===== config.mk =====
export PLATFORM = sky130hd
export DESIGN_NAME = uart_tx_dbuf
export DESIGN_NICKNAME = d
export VERILOG_FILES = /design/src/rtl/uart_tx_pkg.sv /design/src/rtl/uart_tx_holdbuf.sv /design/src/rtl/uart_tx_shifter.sv /design/src/rtl/uart_tx_dbuf.sv
export SDC_FILE = /design/constraint.sdc
export NUM_CORES = 1
export LEC_CHECK = 0
export BUFFER_PORTS_ARGS = -buffer_cell sky130_fd_sc_hd__buf_2
export CAP_MARGIN = 25
export CORE_MARGIN = 5
export CORE_UTILIZATION = 45
export DETAILED_ROUTE_END_ITERATION = 10
export GPL_ROUTABILITY_DRIVEN = 0
export SLEW_MARGIN = 15
export SYNTH_ARGS = -nofsm -noshare
export SYNTH_HDL_FRONTEND = slang
export SYNTH_HIERARCHICAL = 1
export SYNTH_SLANG_ARGS = --single-unit

===== constraint.sdc =====
create_clock -name clk -period 2.5 [get_ports clk]
set_input_delay 0.5 -clock clk [delete_from_list [all_inputs] [get_ports clk]]
set_output_delay 0.5 -clock clk [all_outputs]
set_load 0.02 [all_outputs]

===== src/rtl/uart_tx_pkg.sv =====
package uart_tx_pkg;
    typedef enum logic [1:0] {
        TX_IDLE  = 2'd0,
        TX_START = 2'd1,
        TX_DATA  = 2'd2,
        TX_STOP  = 2'd3
    } tx_state_e;
endpackage


===== src/rtl/uart_tx_holdbuf.sv =====
module uart_tx_holdbuf #(
    parameter int DW = 8
) (
    input  logic          clk,
    input  logic          rst_n,
    input  logic          wr_en,
    input  logic [DW-1:0] wr_data,
    input  logic          coll_clr,
    input  logic          ld,
    output logic          full,
    output logic [DW-1:0] data,
    output logic          coll
);
    always_ff @(posedge clk or negedge rst_n) begin
        if (!rst_n) begin
            full <= 1'b0;
            data <= '0;
        end else begin
            if (ld)
                full <= 1'b0;
            if (wr_en && !full) begin
                full <= 1'b1;
                data <= wr_data;
            end
        end
    end

    always_ff @(posedge clk or negedge rst_n) begin
        if (!rst_n)
            coll <= 1'b0;
        else if (wr_en && full)
            coll <= 1'b1;
        else if (coll_clr)
            coll <= 1'b0;
    end

    // a write into a full buffer raises the collision flag
    p_coll_set_r3: assert property (@(posedge clk) disable iff (!rst_n)
        (wr_en && full) |=> coll);

    // an occupied buffer stays occupied until its byte is handed off
    p_full_hold_r2: assert property (@(posedge clk) disable iff (!rst_n)
        (full && !ld) |=> full);

    // the collision flag only changes on a collision or a clear strobe
    p_coll_sticky_r4: assert property (@(posedge clk) disable iff (!rst_n)
        (coll && !coll_clr) |=> coll);
endmodule


===== src/rtl/uart_tx_shifter.sv =====
module uart_tx_shifter
    import uart_tx_pkg::*;
#(
    parameter int DW  = 8,
    parameter int OVS = 16
) (
    input  logic          clk,
    input  logic          rst_n,
    input  logic          tick,
    input  logic          buf_valid,
    input  logic [DW-1:0] buf_data,
    input  logic          abort_req,
    output logic          ld,
    output logic          abort_ack,
    output logic          txd,
    output logic          busy,
    output logic          done
);
    localparam int CW = (OVS > 1) ? $clog2(OVS) : 1;
    localparam int IW = (DW > 1) ? $clog2(DW) : 1;
    localparam logic [CW-1:0] CNT_LAST = CW'(OVS - 1);
    localparam logic [IW-1:0] IDX_LAST = IW'(DW - 1);

    tx_state_e     state, nxt;
    logic [CW-1:0] cnt;
    logic [IW-1:0] idx;
    logic [DW-1:0] sh;
    logic          bit_end;
    logic          load_now;
    logic          honour;

    assign bit_end  = tick && (cnt == CNT_LAST);
    assign load_now = buf_valid &&
                      ((state == TX_IDLE) || ((state == TX_STOP) && bit_end));
    assign honour   = abort_req && (!buf_valid || load_now);
    assign ld        = load_now;
    assign abort_ack = honour;

    always_comb begin
        nxt = state;
        if (honour) begin
            nxt = TX_IDLE;
        end else begin
            unique case (state)
                TX_IDLE:  if (buf_valid) nxt = TX_START;
                TX_START: if (bit_end) nxt = TX_DATA;
                TX_DATA:  if (bit_end && (idx == IDX_LAST)) nxt = TX_STOP;
                TX_STOP:  if (bit_end) nxt = buf_valid ? TX_START : TX_IDLE;
            endcase
        end
    end

    always_ff @(posedge clk or negedge rst_n) begin
        if (!rst_n)
            state <= TX_IDLE;
        else
            state <= nxt;
    end

    always_ff @(posedge clk or negedge rst_n) begin
        if (!rst_n) begin
            cnt  <= '0;
            idx  <= '0;
            sh   <= '0;
            done <= 1'b0;
        end else begin
            done <= (state == TX_STOP) && bit_end;
            if (load_now || honour)
                cnt <= '0;
            else if (tick)
                cnt <= bit_end ? '0 : cnt + 1'b1;
            if (load_now)
                sh <= buf_data;
            else if ((state == TX_DATA) && bit_end)
                sh <= {1'b0, sh[DW-1:1]};
            if (state == TX_START)
                idx <= '0;
            else if ((state == TX_DATA) && bit_end)
                idx <= idx + 1'b1;
        end
    end

    always_comb begin
        unique case (state)
            TX_IDLE:  txd = 1'b1;
            TX_START: txd = 1'b0;
            TX_DATA:  txd = sh[0];
            TX_STOP:  txd = 1'b1;
        endcase
        busy = (state != TX_IDLE);
    end

    // a handoff without abort always opens a start bit
    p_load_start_r1: assert property (@(posedge clk) disable iff (!rst_n)
        (ld && !abort_ack) |=> (state == TX_START));

    // frame-complete is a single-cycle pulse
    p_done_pulse_r6: assert property (@(posedge clk) disable iff (!rst_n)
        done |=> !done);

    // without a tick the bit timer and state hold
    p_tick_hold_r7: assert property (@(posedge clk) disable iff (!rst_n)
        (!tick && !load_now && !honour) |=> ($stable(cnt) && $stable(state)));
endmodule


===== src/rtl/uart_tx_dbuf.sv =====
module uart_tx_dbuf #(
    parameter int DW  = 8,
    parameter int OVS = 16
) (
    input  logic          clk,
    input  logic          rst_n,
    input  logic          baud_tick,
    input  logic          wr_en,
    input  logic [DW-1:0] wr_data,
    input  logic          coll_clr,
    input  logic          reinit_req,
    output logic          txd,
    output logic          buf_full,
    output logic          shift_busy,
    output logic          tx_done,
    output logic          wr_coll
);
    logic          ld;
    logic          abort_ack;
    logic          reinit_pend;
    logic [DW-1:0] buf_data;

    uart_tx_holdbuf #(.DW(DW)) u_buf (
        .clk      (clk),
        .rst_n    (rst_n),
        .wr_en    (wr_en),
        .wr_data  (wr_data),
        .coll_clr (coll_clr),
        .ld       (ld),
        .full     (buf_full),
        .data     (buf_data),
        .coll     (wr_coll)
    );

    uart_tx_shifter #(.DW(DW), .OVS(OVS)) u_shf (
        .clk       (clk),
        .rst_n     (rst_n),
        .tick      (baud_tick),
        .buf_valid (buf_full),
        .buf_data  (buf_data),
        .abort_req (reinit_req || reinit_pend),
        .ld        (ld),
        .abort_ack (abort_ack),
        .txd       (txd),
        .busy      (shift_busy),
        .done      (tx_done)
    );

    always_ff @(posedge clk or negedge rst_n) begin
        if (!rst_n)
            reinit_pend <= 1'b0;
        else if (abort_ack)
            reinit_pend <= 1'b0;
        else if (reinit_req)
            reinit_pend <= 1'b1;
    end

    // a pending reinitialize does not stop a frame while the buffer is full
    p_hold_r10: assert property (@(posedge clk) disable iff (!rst_n)
        (reinit_pend && buf_full && shift_busy && !ld) |=> shift_busy);

    // an honoured request leaves the transmitter idle
    p_abort_idle_r9: assert property (@(posedge clk) disable iff (!rst_n)
        abort_ack |=> (!shift_busy && txd));
endmodule


==> results of run 1 <==
## routing by layer
layer | track usage | vias to the layer above | wire length [um]
met5 | 0 | - | 0
met4 | 0.0670 | 0 | 42
met3 | 0.0608 | 5 | 127
met2 | 0.179 | 17 | 1150
met1 | 0.158 | 460 | 1180
li1 | - | 459 | -
## synth_stat cells, drive strengths merged (2+ instances only)
cell type,n
inv,7
mux2i,3
buf,4
mux2,22
ha,7
nand3,3
dfrtp,29
o21ai,3
xor2,2
nor2b,2
nand2,9
nor3,2
a21oi,8
and2,2
nor2,8
## worst max-delay path: stages (launching register included)
cell and delay (ns):
dfrtp_1 0.44, inv_1 0.10, ha_1 0.30, nand2_1 0.08, a21oi_1 0.14, buf_2 0.18
## where the power goes
group          switching (mW)  leakage (nW)  internal (mW)  total [mW]
registers               0.137         0.362          0.652       0.789
logic                   0.380         0.467          0.515       0.895
clock network           0.148        0.0314          0.133       0.281
## metrics by stage
step                       util  std cells  cell area (um^2)  hold slack, ns  worst slack, ns
after floorplan               -        121              1530           0.204            0.666
after global placement    0.495        181              1640           0.468            0.678
after detailed placement  0.495        181              1640           0.475            0.624
after CTS                 0.512        188              1700           0.207            0.426
after global routing      0.512        188              1700           0.228            0.290
final                     0.512        188              1700           0.188            0.454
## cells by family (layout without fill, tap and decap cells)
group                    after synthesis  in the layout  synth area share
flip-flops                            29             29             0.473
AO/OA/AOI/OAI                         18             18            0.0824
multiplexers                          25             25             0.232
AND/OR/NAND/NOR                       29             29            0.0995
buffers and inverters                 11             32            0.0440
adder cells (fa/ha/maj)                7              7            0.0571
XOR/XNOR                               2              2            0.0114
## path summary, 6_finish.rpt
path	depth (start not counted)	startpoint	to
max	5	u_shf/state[0]	txd
min	1	rst_n	reinit_pend
max reg2reg	5	u_shf/cnt[0]	u_shf/sh[6]
min reg2reg	1	reinit_pend	reinit_pend
max in group asynchronous	1	rst_n	u_shf/sh[6]
min in group clk	2	coll_clr	u_buf/coll
## state kept, by name, summed over array words and instances (netlist names)
| register | cells |
|---|---|
| u_shf/done | 1 |
| u_shf/cnt | 4 |
| u_buf/data | 8 |
| reinit_pend | 1 |
| u_shf/sh | 8 |
| u_shf/state | 2 |
| u_buf/coll | 1 |
| u_shf/idx | 3 |
| u_buf/full | 1 |
## cells in the final DEF, fill, tap and decap left out, types with 2 or more instances in the layout
master	netlist	final
o21ai_0	2	2
ha_1	7	7
dfrtp_1	29	29
nand3_1	3	3
mux2i_1	3	3
a21oi_1	8	8
mux2_4	21	21
nand2_1	8	8
buf_2	0	18
clkbuf_4	0	5
nor2_1	8	8
inv_1	7	7
nor3_1	2	2
xor2_1	2	2
## layout make-up
class / instances / share of cell area
Multi-Input combinational cell: 81 / 0.437
Tap cell: 46 / 0.0339
Sequential cell: 29 / 0.428
Timing Repair Buffer: 18 / 0.0531
Clock buffer: 7 / 0.0325
Inverter: 7 / 0.0155
==> results.json, run 1 <==
{
  "status": "complete, no violations",
  "h-tree-depth": 2,
  "fill_cells": 334,
  "multi_input_area_um2": 741,
  "start_util": 0.463,
  "diodes": 0,
  "cp-end-kind": "output port",
  "dp_hpwl_um": 1820,
  "synthTopCellsByArea": "dfrtp_1, mux2_4, ha_1",
  "skew_ns": 0.00783,
  "clk_latency_ns": 0.32,
  "portBuffers": 18,
  "wire_per_inst_um": 13.3,
  "start_kind": "register",
  "r2r_slack_ns": 0.63,
  "fmax_ghz": 0.489,
  "io_pins": 19,
  "period_minus_slack_ns": 2.05,
  "netlist.area_leader.share": 0.473,
  "die_w_um": 68.4,
  "cp.arrival_ns": 1.55,
  "worstSetupPathType": "reg2out",
  "area_growth_pct": 10.5,
  "yosys_warnings": 6,
  "viasPerCell": 5.01,
  "antenna_found_initial": 0,
  "tightest_slew_ns": 0.628,
  "cts_sinks": 29,
  "routed_wirelength_um": 2500,
  "setup_viol": 0,
  "power.density_nw_per_um2": 1160,
  "grt_max_degree": 30,
  "drcViolationCount": 0,
  "ys_ff_latch": 29,
  "drtIter0Drc": 39,
  "tns_ns": 0,
  "detail-route-antenna-nets": 0,
  "drt_pass1_iterations": 5,
  "cts_buffer_depth": 2,
  "grt_util_all_layers": 0.126,
  "crit_required_ns": 2.00,
  "dr_total_vias": 941,
  "rows": 21,
  "synth_top_area_cell": "dfrtp_1",
  "grt_overflow_total": 0,
  "grt_pass1_wl_um": 4140,
  "die_area_um2": 4680,
  "synth_cell_type_count": 31,
  "hold_class": "in2async",
  "seq_area_um2": 726,
  "total_power_mw": 1.96,
  "drive_above_1_share": 0.366,
  "root_buffer": "clkbuf_4",
  "grt_pass1_vias": 909,
  "slew_headroom": 0.581,
  "chipHeight_um": 68.4,
  "p_leak_nw": 0.860,
  "syn-num-nets": 142,
  "synth_edf_count": 0,
  "rsz0062_at_grt": "no",
  "max_cap_violations": 0,
  "finalHoldViolCount": 0,
  "crit_fanout": 6,
  "ir_drop_mv": 0.493,
  "synthCells": 121,
  "cts_inserted_buffers": 5,
  "nNetsFinal": 163,
  "fin_crit_sh": 0.819,
  "post-cts-setup-buffers": 0,
  "cts_tree": "yes",
  "synthArstFlopShare": 1.00,
  "clk_pin_slew_ns": 0.09,
  "synth_flop_cell": "dfrtp_1",
  "cts_resized": 0,
  "placeableCoreArea_um2": 3310,
  "netlist_area_um2": 1530,
  "ys_seq_area_frac": 0.473,
  "slew_violations": 0,
  "cts_hold_buf": 0,
  "avgSynthCellArea_um2": 12.7
}
Note: power is estimated with default switching activity, not from simulation.
==> run 2, diff against run 1 <==
- ABC_AREA: unset -> 1
- PLACE_DENSITY: unset -> 0.67
- clock period: 2.5 -> 1.7 ns (I/O delays scaled with it)
==> results.json, run 2 <==
{
  "status": "complete, no violations",
  "chipHeight_um": 68.2,
  "drcViolationCount": 0,
  "cpMaxStageDelayCell": "dfrtp_1",
  "synth_edf_count": 0,
  "pre_cts_ws_ns": 0.136,
  "total_power_mw": 2.79,
  "cts_hold_buf": 0,
  "ir_drop_mv": 1.02,
  "slew_violations": 0,
  "synth_top_area_cell": "dfrtp_1",
  "drtIter0Drc": 55,
  "final_util": 0.546,
  "drive_above_1_share": 0.255,
  "crit_buf_inv": 2,
  "cpLargestDelayFamily": "flip-flops",
  "comb_power_share": 0.452,
  "period_minus_slack_ns": 1.68,
  "cts_tree": "yes",
  "crit_fanout": 3,
  "viasPerCell": 4.64,
  "synthTopCellsByArea": "dfrtp_1, nand2_1, inv_1",
  "clk_pin_slew_ns": 0.10,
  "area_growth_pct": 18.6,
  "rows": 21,
  "synth_commonest_cells": "nand2_1, dfrtp_1, inv_1",
  "p_leak_nw": 0.968,
  "seq_area_um2": 726,
  "diodes": 0,
  "cp.depth": 4,
  "die_area_um2": 4650,
  "yosys_warnings": 6,
  "p_sw_mw": 1.12,
  "fin_crit_sh": 0.989,
  "p_int_mw": 1.66,
  "mostFrequentLayoutCells": "nand2_1, dfrtp_1, inv_1",
  "r2r_slack_ns": 0.08,
  "switching_share": 0.404,
  "rsz0062_at_grt": "yes",
  "tightest_slew_ns": 0.641,
  "power_frac_clock": 0.150,
  "grt_overflow_total": 0,
  "rr_worst_depth": 9,
  "multi_input_area_um2": 703,
  "synthArstFlopShare": 1.00,
  "cp-endpoint": "txd",
  "root_buffer": "clkbuf_4",
  "top_regs": "u_buf/data x8, u_shf/sh x8, u_shf/cnt x4",
  "nNetsFinal": 233,
  "synth_most_common_cell": "nand2_1",
  "grt_max_degree": 30,
  "placeableCoreArea_um2": 3310,
  "io_pins": 19,
  "grt_util_all_layers": 0.143,
  "detail-route-antenna-nets": 0,
  "power.density_nw_per_um2": 1540,
  "synthCells": 184,
  "netlist_area_um2": 1520,
  "dr_total_vias": 1198,
  "avgSynthCellArea_um2": 8.28,
  "cts_inserted_buffers": 5,
  "synth_flop_cell": "dfrtp_1",
  "finalHoldViolCount": 0,
  "netlist.area_leader.share": 0.476,
  "antenna_found_initial": 0,
  "worstSetupPathType": "reg2out",
  "slew_headroom": 0.572,
  "grt_pass1_vias": 1171,
  "drt_pass1_iterations": 4,
  "ys_ff_latch": 29,
  "max_cap_violations": 0,
  "h-tree-depth": 2,
  "slowest_delay_ns": 0.42,
  "crit_required_ns": 1.36,
  "seq_power_share": 0.397,
  "routed_wirelength_um": 2740,
  "worstSetupStartpoint": "u_shf/state[0]",
  "dp_hpwl_um": 1960,
  "start_util": 0.460,
  "portBuffers": 18,
  "syn-num-nets": 205,
  "final_common_cell": "nand2_1",
  "fmax_ghz": 0.595,
  "die_w_um": 68.2,
  "cts_sinks": 29,
  "worstPathCellList": "inv_2, ha_4, a21oi_2, buf_6",
  "fin_ws_ns": 0.0180,
  "fin_cells": 258,
  "ys_seq_area_frac": 0.476,
  "synth_cell_type_count": 24,
  "clk_latency_ns": 0.33,
  "start_kind": "register",
  "cp-end-kind": "output port",
  "setup_viol": 0,
  "skew_ns": 0.0166,
  "tns_ns": 0,
  "cts_buffer_depth": 2,
  "rr_startpoint": "u_shf/state[1]",
  "placedCellCount": 248,
  "grt_pass1_wl_um": 4910,
  "r2r_end": "u_shf/sh[4]",
  "cp.arrival_ns": 1.34,
  "hold_class": "in2async",
  "fill_cells": 324,
  "wire_per_inst_um": 10.6
}
-- run 2: changes by cell type after synthesis, sizes merged, moves of 2 or more --
cell / previous run / this run
nand2: 9 / 60
mux2: 22 / 0
inv: 7 / 27
nand3: 3 / 13
nor2: 8 / 18
o21ai: 3 / 12
mux2i: 3 / 0
nand4: 0 / 3
a21oi: 8 / 6
and2: 2 / 0
nor2b: 2 / 0
nor3: 2 / 0
-- run 2: power by group through the flow --
stage	Clock (mW)	Combinational [mW]	Sequential, mW
floorplan	0	0.830	1.11
global placement	0	1.08	1.12
detailed placement	0	1.09	1.12
CTS	0.438	1.20	1.11
global route	0.458	1.45	1.14
finish	0.419	1.26	1.11
-- run 2: logic make-up (layout without fill, tap and decap cells) --
family | count (synthesis) | count (layout) | synth area share
XOR/XNOR | 2 | 2 | 0.0115
buffers and inverters | 30 | 58 | 0.0862
adder cells (fa/ha/maj) | 7 | 7 | 0.0575
AO/OA/AOI/OAI | 20 | 20 | 0.0813
AND/OR/NAND/NOR | 96 | 96 | 0.287
flip-flops | 29 | 29 | 0.476
-- run 2: worst min-delay path by stage --
| stage | startpoint | to | slack, ns | depth (start not counted) |
|---|---|---|---|---|
| after floorplan | rst_n | reinit_pend | 0.04 | 0 |
| after CTS | rst_n | u_shf/state[1] | 0.04 | 1 |
| final | rst_n | u_shf/state[1] | 0.02 | 1 |
| after detailed placement | rst_n | u_shf/state[1] | 0.41 | 1 |
| after global placement | rst_n | u_shf/state[1] | 0.41 | 1 |
| after global routing | rst_n | u_shf/state[1] | 0.08 | 1 |
-- run 2: area by class of cell --
type,instances,area share
clock buffer,7,0.0304
sequential,29,0.401
multi-input combinational,125,0.389
tap,46,0.0318
inverter,27,0.0595
timing repair buffer,24,0.0879
-- run 2: layer usage --
metal	vias up	track usage	routed length (um)
met5	-	0	0
met4	0	0.0744	34
met3	4	0.0361	154
met2	30	0.223	1190
met1	538	0.181	1370
li1	626	-	-
-- run 2: stage by stage --
step / hold WS (ns) / cell area [um^2]
5_1_grt: 0.0820 / 1810
2_1_floorplan: 0.0444 / 1520
6_report: 0.0220 / 1810
3_3_place_gp: 0.407 / 1670
4_1_cts: 0.0361 / 1780
3_5_place_dp: 0.406 / 1670
-- run 2: what timing repair did --
| action | 4_1_cts | 5_1_grt |
|---|---|---|
| endpoints found under the setup margin | 2 | 14 |
| setup buffers | 3 | 0 |
| pin swaps | 2 | 2 |
| resized for setup | 9 | 8 |
==> run 3, diff against run 2 <==
- REMOVE_ABC_BUFFERS: unset -> 1
==> results.json, run 3 (synthesis results as in run 2) <==
{
  "crit_fanout": 4,
  "drive_above_1_share": 0.259,
  "io_pins": 19,
  "slowest_delay_ns": 0.46,
  "cp-end-kind": "output port",
  "area_growth_pct": 17.7,
  "grt_util_all_layers": 0.150,
  "tightest_slew_ns": 0.643,
  "total_power_mw": 2.75,
  "ir_drop_mv": 0.884,
  "dp_hpwl_um": 1950,
  "clk_pin_slew_ns": 0.09,
  "grt_max_degree": 30,
  "power_frac_clock": 0.152,
  "die_w_um": 68.2,
  "seq_power_share": 0.408,
  "cpLargestDelayFamily": "flip-flops",
  "setup_viol": 0,
  "chipHeight_um": 68.2,
  "skew_ns": 0.00705,
  "rows": 21,
  "final_common_cell": "nand2_1",
  "root_buffer": "clkbuf_4",
  "slew_violations": 0,
  "cpMaxStageDelayCell": "dfrtp_2",
  "diodes": 0,
  "h-tree-depth": 2,
  "fin_crit_sh": 0.999,
  "antenna_found_initial": 0,
  "fmax_ghz": 0.589,
  "cts_tree": "yes",
  "grt_pass1_vias": 1156,
  "p_sw_mw": 1.12,
  "switching_share": 0.406,
  "die_area_um2": 4650,
  "cp.depth": 4,
  "cp.arrival_ns": 1.36,
  "worstSetupPathType": "reg2out",
  "crit_buf_inv": 2,
  "worstPathCellList": "inv_4, ha_4, a21oi_2, buf_4",
  "p_leak_nw": 0.970,
  "hold_class": "in2async",
  "dr_total_vias": 1166,
  "crit_required_ns": 1.36,
  "max_cap_violations": 0,
  "comb_power_share": 0.440,
  "grt_pass1_wl_um": 5070,
  "placeableCoreArea_um2": 3310,
  "wire_per_inst_um": 11.0,
  "period_minus_slack_ns": 1.70,
  "drt_pass1_iterations": 4,
  "start_kind": "register",
  "power.density_nw_per_um2": 1530,
  "start_util": 0.460,
  "viasPerCell": 4.52,
  "placedCellCount": 248,
  "nNetsFinal": 233,
  "cts_inserted_buffers": 5,
  "mostFrequentLayoutCells": "nand2_1, dfrtp_1, inv_1",
  "grt_overflow_total": 0,
  "drtIter0Drc": 46,
  "fin_cells": 258,
  "status": "complete, no violations",
  "routed_wirelength_um": 2840,
  "clk_latency_ns": 0.32,
  "rsz0062_at_grt": "yes",
  "drcViolationCount": 0,
  "p_int_mw": 1.63,
  "slew_headroom": 0.571,
  "cts_sinks": 29,
  "rr_worst_depth": 8,
  "cts_buffer_depth": 2,
  "detail-route-antenna-nets": 0,
  "tns_ns": 0,
  "top_regs": "u_buf/data x8, u_shf/sh x8, u_shf/cnt x4",
  "hold-worst-slack_ns": 0.0301,
  "finalHoldViolCount": 0,
  "portBuffers": 18
}
==> run 3: cell types whose count changed in the layout (fill, tap and decap cells not counted), sizes merged <==
cell,delta
inv,+1
clkinvlp,-1
==> run 3: power by group through the flow <==
stage	logic [mW]	clock network [mW]	registers, mW
after floorplan	0.791	0	1.11
after global placement	1.07	0	1.12
after detailed placement	1.09	0	1.13
after CTS	1.17	0.432	1.12
after global routing	1.41	0.462	1.16
final	1.21	0.417	1.12
==> run 3: routing by layer <==
| layer | vias to the layer above | GRT usage | routed length, um |
|---|---|---|---|
| met5 | - | 0 | 0 |
| met4 | 0 | 0.0993 | 49 |
| met3 | 6 | 0.0394 | 158 |
| met2 | 24 | 0.236 | 1270 |
| met1 | 511 | 0.179 | 1360 |
| li1 | 625 | - | - |
==> run 3: final cells by class <==
type,instances,area [um^2]
multi-input cells,125,703
clock buffers,7,55.1
inverters,27,106
well taps,46,57.6
flip-flops and latches,29,727
fillers,333,1520
repair buffers,24,145
==> run 3: repair_timing <==
| action | CTS | global route |
|---|---|---|
| hold buffers | 0 | 0 |
| pin swaps | 1 | 2 |
| buffers inserted | 3 | 0 |
| gates resized for setup | 9 | 6 |
| endpoints found under the setup margin | 2 | 12 |
==> run 3: worst paths after layout <==
path	from	to	slack, ns
max in group asynchronous	rst_n	u_shf/state[0]	1.21
min in group clk	coll_clr	u_buf/coll	0.20
max	u_shf/state[0]	txd	0.002
min reg2reg	u_buf/data[3]	u_buf/data[3]	0.48
max reg2reg	u_shf/state[1]	u_shf/cnt[3]	0.09
min	rst_n	u_shf/done	0.03
==> run 3: per-stage QoR <==
step | setup WS, ns | util | instance area (um^2)
finish | 0.00214 | 0.542 | 1790
global route | -0.0587 | 0.542 | 1790
CTS | 0.00393 | 0.537 | 1780
detailed placement | 0.124 | 0.503 | 1670
global placement | 0.157 | 0.503 | 1670
floorplan | 0.117 | - | 1500
